### config.mk
export PLATFORM = sky130hd
export DESIGN_NAME = sfifo_burst
export DESIGN_NICKNAME = d
export VERILOG_FILES = /design/src/rtl/sfifo_pkg.sv /design/src/rtl/sfifo_store.sv /design/src/rtl/sfifo_ptrs.sv /design/src/rtl/sfifo_drain.sv /design/src/rtl/sfifo_burst.sv
export SDC_FILE = /design/constraint.sdc
export NUM_CORES = 1
export LEC_CHECK = 0
export BUFFER_PORTS_ARGS = -buffer_cell sky130_fd_sc_hd__buf_4
export CAP_MARGIN = 20
export CORE_ASPECT_RATIO = 1.1
export CORE_MARGIN = 2
export CORE_UTILIZATION = 58
export CTS_CLUSTER_DIAMETER = 30
export DETAILED_ROUTE_END_ITERATION = 7
export PLACE_DENSITY = 0.86
export SLEW_MARGIN = 15
export SYNTH_ARGS = -nofsm -noshare
export SYNTH_HDL_FRONTEND = slang
export SYNTH_SLANG_ARGS = --single-unit
### constraint.sdc
create_clock -name clk -period 3.86 [get_ports clk]
set_clock_uncertainty 0.2 [all_clocks]
set_input_delay 0.193 -clock clk [delete_from_list [all_inputs] [get_ports clk]]
set_output_delay 0.193 -clock clk [all_outputs]
set_load 0.02 [all_outputs]
### src/rtl/sfifo_pkg.sv
package sfifo_pkg;

    typedef enum logic {
        DRAIN_IDLE = 1'b0,
        DRAIN_RUN  = 1'b1
    } drain_state_t;

    typedef struct packed {
        logic empty;
        logic full;
        logic almost_empty;
        logic almost_full;
    } occ_flags_t;

    function automatic bit is_pow2(input int unsigned v);
        return (v >= 2) && ((v & (v - 1)) == 0);
    endfunction

endpackage

### src/rtl/sfifo_store.sv
module sfifo_store #(
    parameter int W     = 8,
    parameter int DEPTH = 8,
    localparam int AW   = $clog2(DEPTH)
) (
    input  logic          clk,
    input  logic          rst,
    input  logic          wr_fire,
    input  logic [AW-1:0] wr_addr,
    input  logic [W-1:0]  wr_data,
    input  logic          rd_fire,
    input  logic [AW-1:0] rd_addr,
    output logic [W-1:0]  rd_data,
    output logic          rd_valid
);

    logic [W-1:0] cells [DEPTH];

    for (genvar i = 0; i < DEPTH; i++) begin : g_cell
        logic [W-1:0] cell_q;
        always_ff @(posedge clk) begin
            if (wr_fire && (wr_addr == AW'(i)))
                cell_q <= wr_data;
        end
        assign cells[i] = cell_q;
    end

    always_ff @(posedge clk) begin
        if (rst) begin
            rd_valid <= 1'b0;
            rd_data  <= '0;
        end else begin
            rd_valid <= rd_fire;
            if (rd_fire)
                rd_data <= cells[rd_addr];
        end
    end


    read_valid_chk: assert property (@(posedge clk) disable iff (rst)
        rd_fire |=> rd_valid);


    no_spurious_valid_chk: assert property (@(posedge clk) disable iff (rst)
        !rd_fire |=> !rd_valid);

endmodule

### src/rtl/sfifo_ptrs.sv
module sfifo_ptrs
    import sfifo_pkg::*;
#(
    parameter int DEPTH = 8,
    parameter int AE    = 2,
    parameter int AF    = 6,
    localparam int AW   = $clog2(DEPTH),
    localparam int CW   = AW + 1
) (
    input  logic          clk,
    input  logic          rst,
    input  logic          wr_req,
    input  logic          rd_req,
    output logic          wr_fire,
    output logic          rd_fire,
    output logic [AW-1:0] wr_ptr,
    output logic [AW-1:0] rd_ptr,
    output logic [CW-1:0] count,
    output occ_flags_t    flags
);

    logic [AW-1:0] wp_q, rp_q, wp_n, rp_n, diff, diff_n;
    logic          dir_q, dir_n;
    logic          full_c, empty_c;
    logic [CW-1:0] cnt_n;
    logic          ae_q, af_q;

    assign diff    = wp_q - rp_q;
    assign full_c  = (diff == '0) && dir_q;
    assign empty_c = (diff == '0) && !dir_q;

    assign wr_fire = wr_req && !full_c;
    assign rd_fire = rd_req && !empty_c;

    always_comb begin
        wp_n  = wp_q + AW'(wr_fire);
        rp_n  = rp_q + AW'(rd_fire);
        dir_n = dir_q;
        if (wr_fire && !rd_fire) dir_n = 1'b1;
        if (rd_fire && !wr_fire) dir_n = 1'b0;
        diff_n = wp_n - rp_n;
        cnt_n  = ((diff_n == '0) && dir_n) ? CW'(DEPTH) : {1'b0, diff_n};
    end

    always_ff @(posedge clk) begin
        if (rst) begin
            wp_q  <= '0;
            rp_q  <= '0;
            dir_q <= 1'b0;
            ae_q  <= 1'b1;
            af_q  <= 1'b0;
        end else begin
            wp_q  <= wp_n;
            rp_q  <= rp_n;
            dir_q <= dir_n;
            ae_q  <= (cnt_n <= CW'(AE));
            af_q  <= (cnt_n >= CW'(AF));
        end
    end

    assign wr_ptr = wp_q;
    assign rd_ptr = rp_q;
    assign count  = full_c ? CW'(DEPTH) : {1'b0, diff};

    assign flags.empty        = empty_c;
    assign flags.full         = full_c;
    assign flags.almost_empty = ae_q;
    assign flags.almost_full  = af_q;


    count_bound_chk: assert property (@(posedge clk) disable iff (rst)
        count <= CW'(DEPTH));


    fills_to_full_chk: assert property (@(posedge clk) disable iff (rst)
        (wr_req && !rd_req && count == CW'(DEPTH - 1)) |=> flags.full);


    no_overflow_chk: assert property (@(posedge clk) disable iff (rst)
        (flags.full && wr_req && !rd_req) |=> ($stable(wp_q) && flags.full));


    no_underflow_chk: assert property (@(posedge clk) disable iff (rst)
        (flags.empty && rd_req && !wr_req) |=> ($stable(rp_q) && flags.empty));


    balanced_xfer_chk: assert property (@(posedge clk) disable iff (rst)
        (!flags.full && !flags.empty && wr_req && rd_req) |=> $stable(count));


    ae_thresh_chk: assert property (@(posedge clk) disable iff (rst)
        ae_q == (count <= CW'(AE)));


    af_thresh_chk: assert property (@(posedge clk) disable iff (rst)
        af_q == (count >= CW'(AF)));

endmodule

### src/rtl/sfifo_drain.sv
module sfifo_drain
    import sfifo_pkg::*;
#(
    parameter int DEPTH   = 8,
    parameter int PREFILL = 4,
    localparam int CW     = $clog2(DEPTH) + 1
) (
    input  logic          clk,
    input  logic          rst,
    input  logic [CW-1:0] count_i,
    input  logic          empty_i,
    output logic          rd_auto
);

    drain_state_t st_q, st_n;

    always_comb begin
        st_n = st_q;
        case (st_q)
            DRAIN_IDLE: if (count_i >= CW'(PREFILL)) st_n = DRAIN_RUN;
            DRAIN_RUN:  if (empty_i)                 st_n = DRAIN_IDLE;
            default:                                 st_n = DRAIN_IDLE;
        endcase
    end

    always_ff @(posedge clk) begin
        if (rst) st_q <= DRAIN_IDLE;
        else     st_q <= st_n;
    end

    assign rd_auto = (st_q == DRAIN_RUN) && !empty_i;


    prefill_start_chk: assert property (@(posedge clk) disable iff (rst)
        $rose(st_q == DRAIN_RUN) |-> ($past(count_i) >= CW'(PREFILL)));


    idle_after_empty_chk: assert property (@(posedge clk) disable iff (rst)
        (st_q == DRAIN_RUN && empty_i) |=> (st_q == DRAIN_IDLE));

endmodule

### src/rtl/sfifo_burst.sv
module sfifo_burst
    import sfifo_pkg::*;
#(
    parameter int W       = 8,
    parameter int DEPTH   = 8,
    parameter int AE      = 2,
    parameter int AF      = 6,
    parameter int PREFILL = 4,
    localparam int AW     = $clog2(DEPTH),
    localparam int CW     = AW + 1
) (
    input  logic          clk,
    input  logic          rst,
    input  logic          wr_en,
    input  logic [W-1:0]  wr_data,
    input  logic          auto_drain,
    input  logic          rd_req,
    output logic [W-1:0]  rd_data,
    output logic          rd_valid,
    output logic [CW-1:0] count,
    output logic          empty,
    output logic          full,
    output logic          almost_empty,
    output logic          almost_full,
    output logic          hold_producer
);

    initial begin
        if (!is_pow2(DEPTH)) $error("DEPTH must be a power of two");
    end

    logic          wr_fire, rd_fire, rd_auto, rd_sel;
    logic [AW-1:0] wr_ptr, rd_ptr;
    occ_flags_t    flags;

    assign rd_sel = auto_drain ? rd_auto : rd_req;

    sfifo_ptrs #(.DEPTH(DEPTH), .AE(AE), .AF(AF)) u_ptrs (
        .clk     (clk),
        .rst     (rst),
        .wr_req  (wr_en),
        .rd_req  (rd_sel),
        .wr_fire (wr_fire),
        .rd_fire (rd_fire),
        .wr_ptr  (wr_ptr),
        .rd_ptr  (rd_ptr),
        .count   (count),
        .flags   (flags)
    );

    sfifo_store #(.W(W), .DEPTH(DEPTH)) u_store (
        .clk      (clk),
        .rst      (rst),
        .wr_fire  (wr_fire),
        .wr_addr  (wr_ptr),
        .wr_data  (wr_data),
        .rd_fire  (rd_fire),
        .rd_addr  (rd_ptr),
        .rd_data  (rd_data),
        .rd_valid (rd_valid)
    );

    sfifo_drain #(.DEPTH(DEPTH), .PREFILL(PREFILL)) u_drain (
        .clk     (clk),
        .rst     (rst),
        .count_i (count),
        .empty_i (flags.empty),
        .rd_auto (rd_auto)
    );

    assign empty         = flags.empty;
    assign full          = flags.full;
    assign almost_empty  = flags.almost_empty;
    assign almost_full   = flags.almost_full;
    assign hold_producer = flags.almost_full;


    manual_mode_chk: assert property (@(posedge clk) disable iff (rst)
        (!auto_drain && !rd_req) |=> !rd_valid);

endmodule

=== After elaboration in Yosys (flattened, before gate mapping) ===
Index checks and enable logic that the tools add are counted.

* Add/sub/neg operators: 4
* Bitwise logic cells: 2
* $lt $le $gt $ge: 4
* Shift operators: 0
* Reductions and logical operators: 24
* Multipliers: 0
* Divide/modulo/power cells: 0
* Multiplexer cells: 11
* Equality and inequality tests: 7

{| class="wikitable"
|+ Operator list
! operator !! number
|-
| $bmux 8 s3 || 1
|-
| $logic_and 1x1->1 || 16
|-
| $mux 8 || 2
|-
| $eq 3x3->1 const B || 4
|-
| $logic_not 3->1 || 3
|-
| $ge 4x3->1 const B || 2
|-
| $mux 4 || 2
|-
| $add 3x1->3 || 2
|-
| $eq 3x2->1 const B || 2
|-
| $sub 3x3->3 || 2
|-
| $logic_not 1->1 || 5
|-
| $mux 1 || 5
|-
| $ge 4x4->1 const B || 1
|-
| $le 4x2->1 const B || 1
|-
| $not 3->4 || 1
|-
| $eq 3x1->1 const B || 1
|-
| $pmux 1 s2 || 1
|-
| $not 1->1 || 1
|}

* Flip-flop bits (word level): 83
* Memories: 0
* Output and inout bits: 18
* Input bits: 13
* RAM bits: 0
* Latch bits: 0
* Word-level logic and storage cells: 68
* ROM bits: 0

=== Logic depth before layout (Yosys ltp) ===
* Depth after elaboration: 14
* Depth in mapped cells: 15
* Mapped depth without buffers: 15

=== By module ===
Synthesis repeated with hierarchy kept, for this count alone.

* Cell total of the unflattened synthesis: 228
* Area, all modules: 3520.9 µm²

{| class="wikitable"
|+ By module, submodules not included
! module !! instances !! sequential area each (µm²) !! area an instance (µm²) !! cells an instance
|-
| sfifo_store || 1 || 2102.0 || 2866.5 || 163
|-
| sfifo_ptrs || 1 || 180.2 || 593.1 || 59
|-
| sfifo_drain || 1 || 20.0 || 38.8 || 4
|-
| sfifo_burst || 1 || 0.0 || 22.5 || 2
|}

=== Worst setup path before layout ===
No wires, ideal clock.

* Path type: flip-flop to flip-flop
* Start point: register u_ptrs.wp_q[0] (netlist: u_ptrs.wr_ptr[0])
* End point: register u_ptrs.ae_q
* Data required time: 3.545 ns
* Cell stages (with the launch flop): 14
* Setup slack: 0.292 ns
* Clock period less this slack: 3.568 ns
* Buffers on the path: 1
* Data arrival time: 3.253 ns
* Library setup time: 0.115 ns
* Cell sequence: dfxtp_1 -> inv_1 -> ha_1 -> fa_1 -> xnor3_2 -> a41o_4 -> clkinv_8 -> buf_12 -> ha_1 -> ha_1 -> fa_1 -> nand2_1 -> a211o_1 -> a31o_1

* Elaborated cells on any way between the ends: 23
* Classes of those cells: 4 x add/sub; 1 x order compare; 4 x mux; 14 x reduce/logical

{| class="wikitable"
|+ RTL lines
! what !! line !! source
|-
| start: declaration || sfifo_ptrs.sv:22 || <nowiki>logic [AW-1:0] wp_q, rp_q, wp_n, rp_n, diff, diff_n;</nowiki>
|-
| start signal: assignment || sfifo_ptrs.sv:53 || <nowiki>wp_q <= wp_n;</nowiki>
|-
| $sub 3x3->3 * || sfifo_ptrs.sv:28 || <nowiki>assign diff = wp_q - rp_q;</nowiki>
|-
| $logic_not 3->1 * || sfifo_ptrs.sv:30 || <nowiki>assign empty_c = (diff == '0) && !dir_q;</nowiki>
|-
| $logic_and 1x1->1 * || sfifo_ptrs.sv:30 ||
|-
| $logic_not 1->1 * || sfifo_ptrs.sv:33, sfifo_drain.sv:31 ||
|-
| $logic_and 1x1->1 || sfifo_drain.sv:31 || <nowiki>assign rd_auto = (st_q == DRAIN_RUN) && !empty_i;</nowiki>
|-
| $mux 1 || sfifo_burst.sv:36 || <nowiki>assign rd_sel = auto_drain ? rd_auto : rd_req;</nowiki>
|-
| $logic_and 1x1->1 * || sfifo_ptrs.sv:33 || <nowiki>assign rd_fire = rd_req && !empty_c;</nowiki>
|-
| named net rd_fire || sfifo_burst.sv:32 || <nowiki>logic wr_fire, rd_fire, rd_auto, rd_sel;</nowiki>
|-
| $add 3x1->3 * || sfifo_ptrs.sv:37 || <nowiki>rp_n = rp_q + AW'(rd_fire);</nowiki>
|-
| named net u_ptrs.rp_n[1] || sfifo_ptrs.sv:22 ||
|-
| $sub 3x3->3 * || sfifo_ptrs.sv:41 || <nowiki>diff_n = wp_n - rp_n;</nowiki>
|-
| $logic_not 3->1 || sfifo_ptrs.sv:42 || <nowiki>cnt_n = ((diff_n == '0) && dir_n) ? CW'(DEPTH) : {1'b0, diff_n};</nowiki>
|-
| $logic_and 1x1->1 || sfifo_ptrs.sv:42 ||
|-
| $mux 4 * || sfifo_ptrs.sv:42 ||
|-
| $le 4x2->1 * || sfifo_ptrs.sv:56 || <nowiki>ae_q <= (cnt_n <= CW'(AE));</nowiki>
|-
| end signal: assignment || sfifo_ptrs.sv:56 ||
|-
| end: declaration || sfifo_ptrs.sv:26 || <nowiki>logic ae_q, af_q;</nowiki>
|}

Mark *: on every way through the listed nets, which the timed path passes. The rest lies on a longest branch.
A chain may end at the register's enable or synchronous reset.

=== Worst setup path after layout ===
* Start point: register u_ptrs.wp_q[0] (netlist: u_ptrs.wr_ptr[0])
* End point: register u_ptrs.ae_q

* Elaborated cells on any way between the ends: 23
* Classes of those cells: 4 x add/sub; 1 x order compare; 4 x mux; 14 x reduce/logical

{| class="wikitable"
|+ RTL lines
! what !! line !! source
|-
| $sub 3x3->3 || sfifo_ptrs.sv:28 ||
|-
| $logic_not 3->1 || sfifo_ptrs.sv:29 || <nowiki>assign full_c = (diff == '0) && dir_q;</nowiki>
|-
| $logic_and 1x1->1 || sfifo_ptrs.sv:29 ||
|-
| $logic_not 1->1 || sfifo_ptrs.sv:32 || <nowiki>assign wr_fire = wr_req && !full_c;</nowiki>
|-
| $logic_and 1x1->1 || sfifo_ptrs.sv:32 ||
|-
| $add 3x1->3 * || sfifo_ptrs.sv:36 || <nowiki>wp_n = wp_q + AW'(wr_fire);</nowiki>
|-
| named net u_ptrs.wp_n[0] || sfifo_ptrs.sv:22 ||
|-
| $sub 3x3->3 * || sfifo_ptrs.sv:41 ||
|-
| $logic_not 3->1 || sfifo_ptrs.sv:42 ||
|-
| $logic_and 1x1->1 || sfifo_ptrs.sv:42 ||
|-
| $mux 4 * || sfifo_ptrs.sv:42 ||
|-
| $le 4x2->1 * || sfifo_ptrs.sv:56 ||
|}

Marked as above.

==> reports/results.tsv <==
stage	metric	value	unit
run_status	status	finished, final reports clean	
place	dp_hpwl	3.95	mm
clock_tree	h-tree-depth	3	
synth	synth_top_area_share	0.569	
worst_setup_path	regToRegStartpoint	u_ptrs.wr_ptr[0]	
clock_tree	clock_latency	0.34	ns
timing	clock.fmax	0.270	GHz
flow_run	maxCapViolations	0	
global_route	grt_max_degree	21	
floorplanning	dieWidth	76.8	um
worst_setup_path	cp.arrival	3.74	ns
hold_path	min-delay-start	rd_req	
clock_tree	clockBufferDepth	2	
floorplanning	fp.dieArea	6450	um2
drt	ant_nets	0	
worst_setup_path	cp-end-kind	flip-flop	
power	p_per_area	661	nW/um2
synth	netlist_instances	197	
clock_tree	clk_pin_slew_worst_paths	0.08	ns
power	power.leakage	1.47	nW
synth	synth.area.mux_share	0.133	
drt	wl_per_cell	18.0	um
timing	min_period	3.70	ns
drt	firstDrtPassIters	4	
worst_setup_path	cp.required	3.90	ns
synth	yosysMostFrequentCell	edfxtp_1	
worst_setup_path	path_class	flip-flop to flip-flop	
clock_tree	cts_sinks	83	
clock_tree	cts_tree	built	
drt	drc	0	
synth	synth_edf_count	64	
drt	wl_met1	2.58	mm
synth	yosys-top-cells-area	edfxtp_1 (57%), dfxtp_1 (11%), mux4_2 (11%)	
synth	synth_commonest_cells	edfxtp_1 (64), nor2_1 (20), dfxtp_1 (19), mux4_2 (16), inv_1 (11)	
drt	finalWirelength	6.02	mm
synth	synth_flop_cell	edfxtp_1	
worst_setup_path	rrSetupSlack	0.16	ns
synth	synth-simple-area-share	0.0511	
floorplanning	initial_core_util	0.593	
clock_tree	clk_root_buffer_cell	clkbuf_8	
layout	finalInstanceArea	4030	um2
layout	fillers	373	
floorplanning	core_region_area	5700	um2
synth	synth.avg_cell_area	17.1	um2
clock_tree	postCtsSetupBuffers	0	
global_route	antenna_found_initial	0	
layout	nets	274	
timing	hold_viol	0	
drt	met2_wirelength	3.05	mm
place	placedInstanceArea	3740	um2
synth	synth_top_family_by_area	multiplexers	
synth	yosys_warnings	0	
place	numPortBuffers	30	
drt	drtIter0Drc	177	
timing	drv_slew	0	
synth	synth-xor-area-share	0.0189	
power	vdd_drop_max	0.000380	V
clock_tree	numCtsBuffers	9	
floorplanning	row_count	29	
drt	vias	1840	
drt	dr_wl_met3	257	um
timing	worstMarginPinSlew	0.583	ns
layout	syn_to_final_growth	19.4	%
place	dp_cells	308	
synth	synth-seq-cells	83	
synth	synthArstFlopShare	0	
synth	synth_area_leader_cell	edfxtp_1	
timing	maxSlewHeadroom	0.608	
worst_setup_path	reg2reg_depth	14	
global_route	grt_pass1_wl	9.52	mm
global_route	grt_pass1_vias	1849	
hold_path	hold_class	input pin to flip-flop	
worst_setup_path	r2r-end	u_ptrs.ae_q	
drt	topRoutingLayerUsed	met4	
place	gp_congestion	0.809	
worst_setup_path	cp_max_fo	6	
hold_path	hold_end	u_store.rd_valid	
timing	fin_crit_sh	0.960	
floorplanning	ios	31	
drt	vias_per_cell	5.49	
synth	synth_area	3380	um2
hold_path	hold_depth	4	
timing	setup_viol	0	
synth	seq_area_frac_synth	0.681	
worst_setup_path	startpoint	u_ptrs.wr_ptr[0]	
layout	final_cells	335	
synth	syn_nets	218	
floorplanning	die_y	84.0	um
synth	yosys.cell_types.count	34	
worst_setup_path	startpoint_type	flip-flop	
synth	synth_compound_area_frac	0.0415	
global_route	gr-total-overflow	0	
layout	drive_gt1_frac	0.318	
global_route	grt_use_total	0.204	
synth	synth_fa_ha_area_frac	0.0341	
layout	antenna_cells	0	
==> layer usage <==
metal / up-vias / global-route usage
li1: 861 / -
met1: 921 / 0.267
met2: 46 / 0.322
met3: 12 / 0.0357
met4: 0 / 0.117
met5: - / 0
==> worst max path at each step <==
stage	slack, ns	end
floorplan	0.29	u_ptrs.ae_q
global placement	0.23	u_ptrs.ae_q
detailed placement	0.11	u_ptrs.ae_q
CTS	0.08	u_ptrs.ae_q
global route	-0.02	u_ptrs.ae_q
finish	0.16	u_ptrs.ae_q
==> what timing repair did <==
action	CTS	global route
endpoints found under the hold margin	80	0
resized for setup	0	2
hold buffers	11	0
endpoints found under the setup margin	0	2
==> metrics by stage <==
stage	utilization	setup slack [ns]	power, mW	setup TNS (ns)	hold WS, ns
after floorplan	-	0.292	1.81	0	0.0919
after global placement	0.656	0.232	2.05	0	0.224
after detailed placement	0.656	0.112	2.08	0	0.230
after CTS	0.707	0.0841	2.68	0	0.203
after global routing	0.708	-0.0150	2.81	-0.0167	0.215
final	0.708	0.156	2.67	0	0.222
==> critical path: stages (launching register included) <==
cell and delay (ns):
dfxtp_2 0.38, inv_1 0.07, ha_1 0.19, fa_1 0.37, xnor3_2 0.27, nand4_1 0.20
nand2_2 0.19, inv_1 0.09, ha_1 0.27, inv_1 0.05, ha_1 0.22, fa_1 0.57
nand2_1 0.10, a211o_1 0.23, a31o_1 0.21
==> cell usage in the layout (no fill, tap or decap), types with 4 or more instances in the layout <==
cell type      netlist  routed
a211oi_1             8       8
buf_4                2      45
clkbuf_8             0       9
dfxtp_1             19      18
dlygate4sd3_1        0      11
edfxtp_1            64      64
ha_1                 6       6
inv_1               11      11
mux2i_1              9       9
mux4_2              16      16
nand2_1              7       6
nor2_1              20      20
nor3_1               4       4
==> cell families after synthesis <==
kind of cell / after synthesis
and+or+nand+nor: 39
xor gates and xnor gates: 4
buffers and inverters: 23
AOI/OAI and AO/OA: 15
DFF: 83
adders and majority gates: 8
muxes: 25
==> registers in the layout (all words and copies together), names as in the netlist <==
name / flops
u_store.g_cell.cell_q: 64
u_store.rd_data: 8
u_ptrs.rd_ptr: 3
u_ptrs.wr_ptr: 3
u_drain.st_q: 1
u_ptrs.ae_q: 1
u_ptrs.af_q: 1
u_ptrs.dir_q: 1
u_store.rd_valid: 1
==> power by group <==
group	switching (mW)	internal [mW]	leakage (nW)
clock network	0.287	0.297	0.0951
logic	0.518	0.440	0.639
registers	0.0498	1.07	0.737
total	0.855	1.81	1.47
==> area by class of cell <==
class | instances | area, um2 | share of cell area
tap | 77 | 96.3 | 0.0239
clock buffer | 11 | 131 | 0.0326
inverter | 12 | 57.6 | 0.0143
sequential | 83 | 2300 | 0.571
timing repair buffer | 56 | 448 | 0.111
multi-input combinational | 91 | 945 | 0.234
clock inverter | 5 | 52.6 | 0.0130
No activity file was read; power rests on OpenSTA's default activity.
